File: src/rtl/mit_pkg.sv
package mit_pkg;

    localparam int CNT_W     = 16;
    localparam int BASE_LOG2 = 3;
    localparam int STEP_LOG2 = 2;
    localparam int NUM_SEL   = 4;
    localparam int PRE_W     = BASE_LOG2 + STEP_LOG2 * (NUM_SEL - 1);

    typedef enum logic [1:0] {
        SEL_DIV8   = 2'd0,
        SEL_DIV32  = 2'd1,
        SEL_DIV128 = 2'd2,
        SEL_DIV512 = 2'd3
    } clk_sel_e;

    typedef enum logic [1:0] {
        ADR_RUN   = 2'd0,
        ADR_CSR   = 2'd1,
        ADR_COUNT = 2'd2,
        ADR_CONST = 2'd3
    } reg_addr_e;

    typedef struct packed {
        logic       flag;
        logic       ie;
        logic [3:0] unused;
        clk_sel_e   sel;
    } csr_t;

    function automatic logic [PRE_W-1:0] div_mask(input clk_sel_e s);
        int sh;
        sh = BASE_LOG2 + STEP_LOG2 * int'(s);
        return PRE_W'((1 << sh) - 1);
    endfunction

endpackage

File: src/rtl/mit_prescaler.sv
module mit_prescaler
    import mit_pkg::*;
(
    input  logic     clk,
    input  logic     clear,
    input  clk_sel_e sel,
    output logic     tick
);
    logic [PRE_W-1:0] pre_q;
    logic [PRE_W-1:0] mask;

    assign mask = div_mask(sel);

    always_ff @(posedge clk) begin
        if (clear) pre_q <= '0;
        else       pre_q <= pre_q + 1'b1;
    end

    assign tick = !clear && ((pre_q & mask) == mask);
endmodule

File: src/rtl/mit_counter.sv
module mit_counter #(
    parameter int W = 16
) (
    input  logic         clk,
    input  logic         rst_por,
    input  logic         tick,
    input  logic         wr_cnt,
    input  logic         wr_cor,
    input  logic [W-1:0] wdata,
    output logic [W-1:0] cnt_q,
    output logic [W-1:0] cor_q,
    output logic         match
);
    logic hit;

    assign hit   = (cnt_q == cor_q);
    assign match = tick && hit && !wr_cnt;

    always_ff @(posedge clk) begin
        if (rst_por) begin
            cnt_q <= '0;
            cor_q <= '1;
        end else begin
            if (wr_cnt)      cnt_q <= wdata;
            else if (tick)   cnt_q <= hit ? '0 : cnt_q + 1'b1;
            if (wr_cor)      cor_q <= wdata;
        end
    end
endmodule

File: src/rtl/mit_status.sv
module mit_status (
    input  logic clk,
    input  logic rst,
    input  logic match,
    input  logic rd_csr,
    input  logic wr_csr,
    input  logic wr_flag_bit,
    output logic flag
);
    logic armed_q;

    always_ff @(posedge clk) begin
        if (rst) begin
            flag    <= 1'b0;
            armed_q <= 1'b0;
        end else if (match) begin
            flag <= 1'b1;
        end else if (wr_csr && !wr_flag_bit && armed_q) begin
            flag    <= 1'b0;
            armed_q <= 1'b0;
        end else if (rd_csr && flag) begin
            armed_q <= 1'b1;
        end
    end
endmodule

File: src/rtl/match_interval_timer.sv
module match_interval_timer
    import mit_pkg::*;
(
    input  logic              clk,
    input  logic              rst_por,
    input  logic              rst_man,
    input  logic              wr_en,
    input  logic              rd_en,
    input  logic [1:0]        addr,
    input  logic [CNT_W-1:0]  wdata,
    output logic [CNT_W-1:0]  rdata,
    output logic              irq
);
    reg_addr_e        radr;
    logic             ctl_rst;
    logic             wr_ok;
    logic             run_q;
    logic             ie_q;
    clk_sel_e         sel_q;
    logic             tick;
    logic             match;
    logic             flag;
    logic [CNT_W-1:0] cnt_q;
    logic [CNT_W-1:0] cor_q;
    csr_t             csr_view;

    assign radr    = reg_addr_e'(addr);
    assign ctl_rst = rst_por || rst_man;
    assign wr_ok   = wr_en && !rst_man;

    always_ff @(posedge clk) begin
        if (ctl_rst) begin
            run_q <= 1'b0;
            ie_q  <= 1'b0;
            sel_q <= SEL_DIV8;
        end else if (wr_ok) begin
            if (radr == ADR_RUN) run_q <= wdata[0];
            if (radr == ADR_CSR) begin
                ie_q  <= wdata[6];
                sel_q <= clk_sel_e'(wdata[1:0]);
            end
        end
    end

    mit_prescaler u_pre (
        .clk   (clk),
        .clear (ctl_rst || !run_q),
        .sel   (sel_q),
        .tick  (tick)
    );

    mit_counter #(.W(CNT_W)) u_cnt (
        .clk     (clk),
        .rst_por (rst_por),
        .tick    (tick),
        .wr_cnt  (wr_ok && radr == ADR_COUNT),
        .wr_cor  (wr_ok && radr == ADR_CONST),
        .wdata   (wdata),
        .cnt_q   (cnt_q),
        .cor_q   (cor_q),
        .match   (match)
    );

    mit_status u_stat (
        .clk         (clk),
        .rst         (ctl_rst),
        .match       (match),
        .rd_csr      (rd_en && !rst_man && radr == ADR_CSR),
        .wr_csr      (wr_ok && radr == ADR_CSR),
        .wr_flag_bit (wdata[7]),
        .flag        (flag)
    );

    always_comb begin
        csr_view = '{flag: flag, ie: ie_q, unused: 4'b0, sel: sel_q};
        unique case (radr)
            ADR_RUN:   rdata = {{(CNT_W-1){1'b0}}, run_q};
            ADR_CSR:   rdata = {{(CNT_W-8){1'b0}}, csr_view};
            ADR_COUNT: rdata = cnt_q;
            default:   rdata = cor_q;
        endcase
    end

    assign irq = flag && ie_q;
endmodule

File: config.mk
export PLATFORM = sky130hd
export DESIGN_NAME = match_interval_timer
export DESIGN_NICKNAME = d
export VERILOG_FILES = /design/src/rtl/mit_pkg.sv /design/src/rtl/mit_prescaler.sv /design/src/rtl/mit_counter.sv /design/src/rtl/mit_status.sv /design/src/rtl/match_interval_timer.sv
export SDC_FILE = /design/constraint.sdc
export NUM_CORES = 1
export LEC_CHECK = 0
export ABC_AREA = 1
export BUFFER_PORTS_ARGS = -buffer_cell sky130_fd_sc_hd__clkbuf_2
export CAP_MARGIN = 0
export CORE_AREA = 3 3 103 105
export CTS_CLUSTER_SIZE = 30
export DETAILED_ROUTE_END_ITERATION = 8
export DIE_AREA = 0 0 106 108
export HOLD_SLACK_MARGIN = 0.03
export MAX_ROUTING_LAYER = met4
export PLACE_DENSITY = 0.5
export REMOVE_ABC_BUFFERS = 1
export SETUP_SLACK_MARGIN = 0.02
export SLEW_MARGIN = 20
export SYNTH_ARGS = -nofsm -noshare
export SYNTH_HDL_FRONTEND = slang
export SYNTH_HIERARCHICAL = 1
export SYNTH_SLANG_ARGS = --single-unit
File: constraint.sdc
create_clock -name clk -period 3.1 [get_ports clk]
set_input_delay 0.93 -clock clk [delete_from_list [all_inputs] [get_ports clk]]
set_output_delay 0.93 -clock clk [all_outputs]
set_load 0.005 [all_outputs]
==> metrics.md <==
| Metric | Value |
|---|---|
| Status | `finished clean` |
| Leak pwr | `0.00143 µW` |
| Final wirelength | `7740 µm` |
| CTS Root Cell | `clkbuf_8` |
| Vias in the first global route | `2674` |
| RSZ-0062 raised after global routing | `no` |
| Die Ht | `108 µm` |
| Diodes inserted | `0` |
| Seq/Total Area, Yosys | `33.3%` |
| VDD IR max | `0.000154 V` |
| Top cells by count, synth | `nand2_1, inv_1, nor2_1` |
| Initial antenna violation count | `0` |
| Hold_ws | `0.474 ns` |
| Max Used Layer | `met4` |
| Post-synth top area share | `33.3%` |
| Critical Path Fanout Max | `16` |
| Fin util | `33.4%` |
| CTS tree | `done` |
| Largest net degree at the start of global routing | `33` |
| Clock sink count | `47` |
| Final nets | `522` |
| CTS buffer count | `5` |
| Asr flop ratio synth | `0%` |
| Setup_tns | `0 ns` |
| Ys Warns | `6` |
| Final Max Slew Viols | `0` |
| Final Hold Viols | `0` |
| Clock Path Buffers | `2` |
| Die area | `0.0114 mm²` |
| Initial Util | `29.1%` |
| Placed insts | `623` |
| Max Clk Rate | `0.364 GHz` |
| Distinct cells, synth | `24` |
| Final period util | `88.7%` |
| Yosys top cell by area | `dfxtp_1` |
| Wirelength per Cell | `12.3 µm` |
| CP arrival | `1.82 ns` |
| PortBufs | `39` |
| Critical Path Source Type | `primary input` |
| Pwr Total | `1110 µW` |
| Least-Margin Pin Slew | `0.584 ns` |
| Syn Inst Count | `456` |
| Gr usage total | `14.4%` |
| Remaining DRCs | `0` |
| Vias | `2871` |
| Met1 Wirelength | `3680 µm` |
| Via/cell ratio | `4.56` |
| Kind of critical path | `in -> out` |
| Hpwl dp | `5520 µm` |
| Number of synthesized register bits | `47` |
| Fillers | `1119` |
| Seq. cell area | `941 µm²` |
| Pwr dens | `342 mW/mm²` |
| First-pass GRT wire length | `12900 µm` |
| Setup violators final | `0` |
| Clk_lat worst skew | `0.30 ns` |
| Gpl congestion | `0.826` |
| Io pins | `40` |
| Postcts setup bufs | `0` |
| Mapped cell area | `0.00283 mm²` |
| Fin Clk Skew | `0.00617 ns` |
| Min cycle time layout | `2.75 ns` |
| Synthesized area per cell | `6.20 µm²` |
| CP endpoint kind | `primary output` |
| Die X | `106 µm` |
| Clock transition at the registers of the reported paths | `0.08 ns` |
| Hold buffer count at cts | `0` |
| Multi-input gate area | `0.00160 mm²` |
| Antenna viol nets, final | `0` |
| Area growth syn-to-layout | `14.9%` |
| WP data required | `2.17 ns` |
| Row count | `36` |
| DRT Pass-1 Iters | `4` |
| Worst hold path class | `reg -> reg` |
| Initial DRC count | `108` |
| Number of flops mapped to enable cells by yosys | `0` |
| Post-CTS resize count | `0` |
| MaxCap Viol Count | `0` |
| CTS H-tree depth | `2` |
| Layout cells sized above 1 | `15.7%` |
| Ys flop type | `dfxtp_1` |
| Non-Filler Instances | `629` |
| Most frequent cell after synthesis | `nand2_1` |
| WL met2 | `3780 µm` |
| Grt ovf | `0` |
| Normalized max-slew margin | `60.9%` |
| Core area | `0.00973 mm²` |
| Synth top area cells | `dfxtp_1, nand2_1, inv_1` |
| DR WL met3 | `230 µm` |
-- layout make-up --
cell class                      count  share of cell area [%]
Inverter                           57                    6.58
Timing Repair Buffer               47                    7.85
Clock buffer                        6                    2.23
Tap cell                          133                    5.12
Multi-Input combinational cell    339                    49.3
Sequential cell                    47                    28.9
-- cells by family after synthesis --
| kind of cell | share of synthesized area [%] |
|---|---|
| xor+xnor | 0.929 |
| buf+inv | 10.4 |
| compound gates | 14.9 |
| fa+ha+maj | 0.884 |
| simple gates | 39.7 |
| flops | 33.3 |
-- through the flow --
| step | instance area (µm²) | worst slack [ns] |
|---|---|---|
| 2_1_floorplan | 2750 | 0.0405 |
| 3_3_place_gp | 3180 | 0.348 |
| 3_5_place_dp | 3180 | 0.328 |
| 4_1_cts | 3250 | 0.327 |
| 5_1_grt | 3250 | 0.239 |
| 6_report | 3250 | 0.350 |
-- per-layer routing --
layer,up-vias,track usage [%]
met5,-,-
met4,0,3.61
met3,5,2.15
met2,44,25.0
met1,1285,17.7
li1,1537,-
-- path summary, 6_finish.rpt --
path,start,to,slack [ns],cells past startpoint
worst min-delay path,u_pre/pre_q[0],u_pre/pre_q[0],0.47,1
worst max-delay path,addr[0],rdata[0],0.35,6
worst min register to register,u_pre/pre_q[0],u_pre/pre_q[0],0.47,1
worst max register to register,u_cnt/cnt_q[3],u_stat/armed_q,1.17,13
-- report_power, final --
part / switching, µW / internal, µW
Sequential: 13.3 / 616
Combinational: 79.4 / 50.8
Clock: 203 / 151
Total: 296 / 817
-- layout by cell type (no fill, tap or decap), types with 4 or more instances in the layout --
master	instances
nand2_1	148
inv_1	53
nor2_1	51
dfxtp_1	47
clkbuf_2	39
a21oi_1	38
nand3_1	23
o21ai_0	22
a22oi_1	16
nand4_1	11
buf_4	8
nand2_2	7
nor2_2	5
clkbuf_8	5
inv_2	4
nor2_4	4
nand3_2	4
-- critical path: stages --
cell and delay, ns:
clkbuf_2 0.17, nand2_2 0.09, inv_2 0.27, nand2_1 0.08, nand4_1 0.14, clkbuf_2 0.13
-- state kept, by name, summed over array words and instances, names as in the netlist --
| name | count |
|---|---|
| u_cnt/cnt_q | 16 |
| u_cnt/cor_q | 16 |
| u_pre/pre_q | 9 |
| sel_q | 2 |
| ie_q | 1 |
| run_q | 1 |
| u_stat/armed_q | 1 |
| u_stat/flag | 1 |
Power figures use the tool's default switching activity.
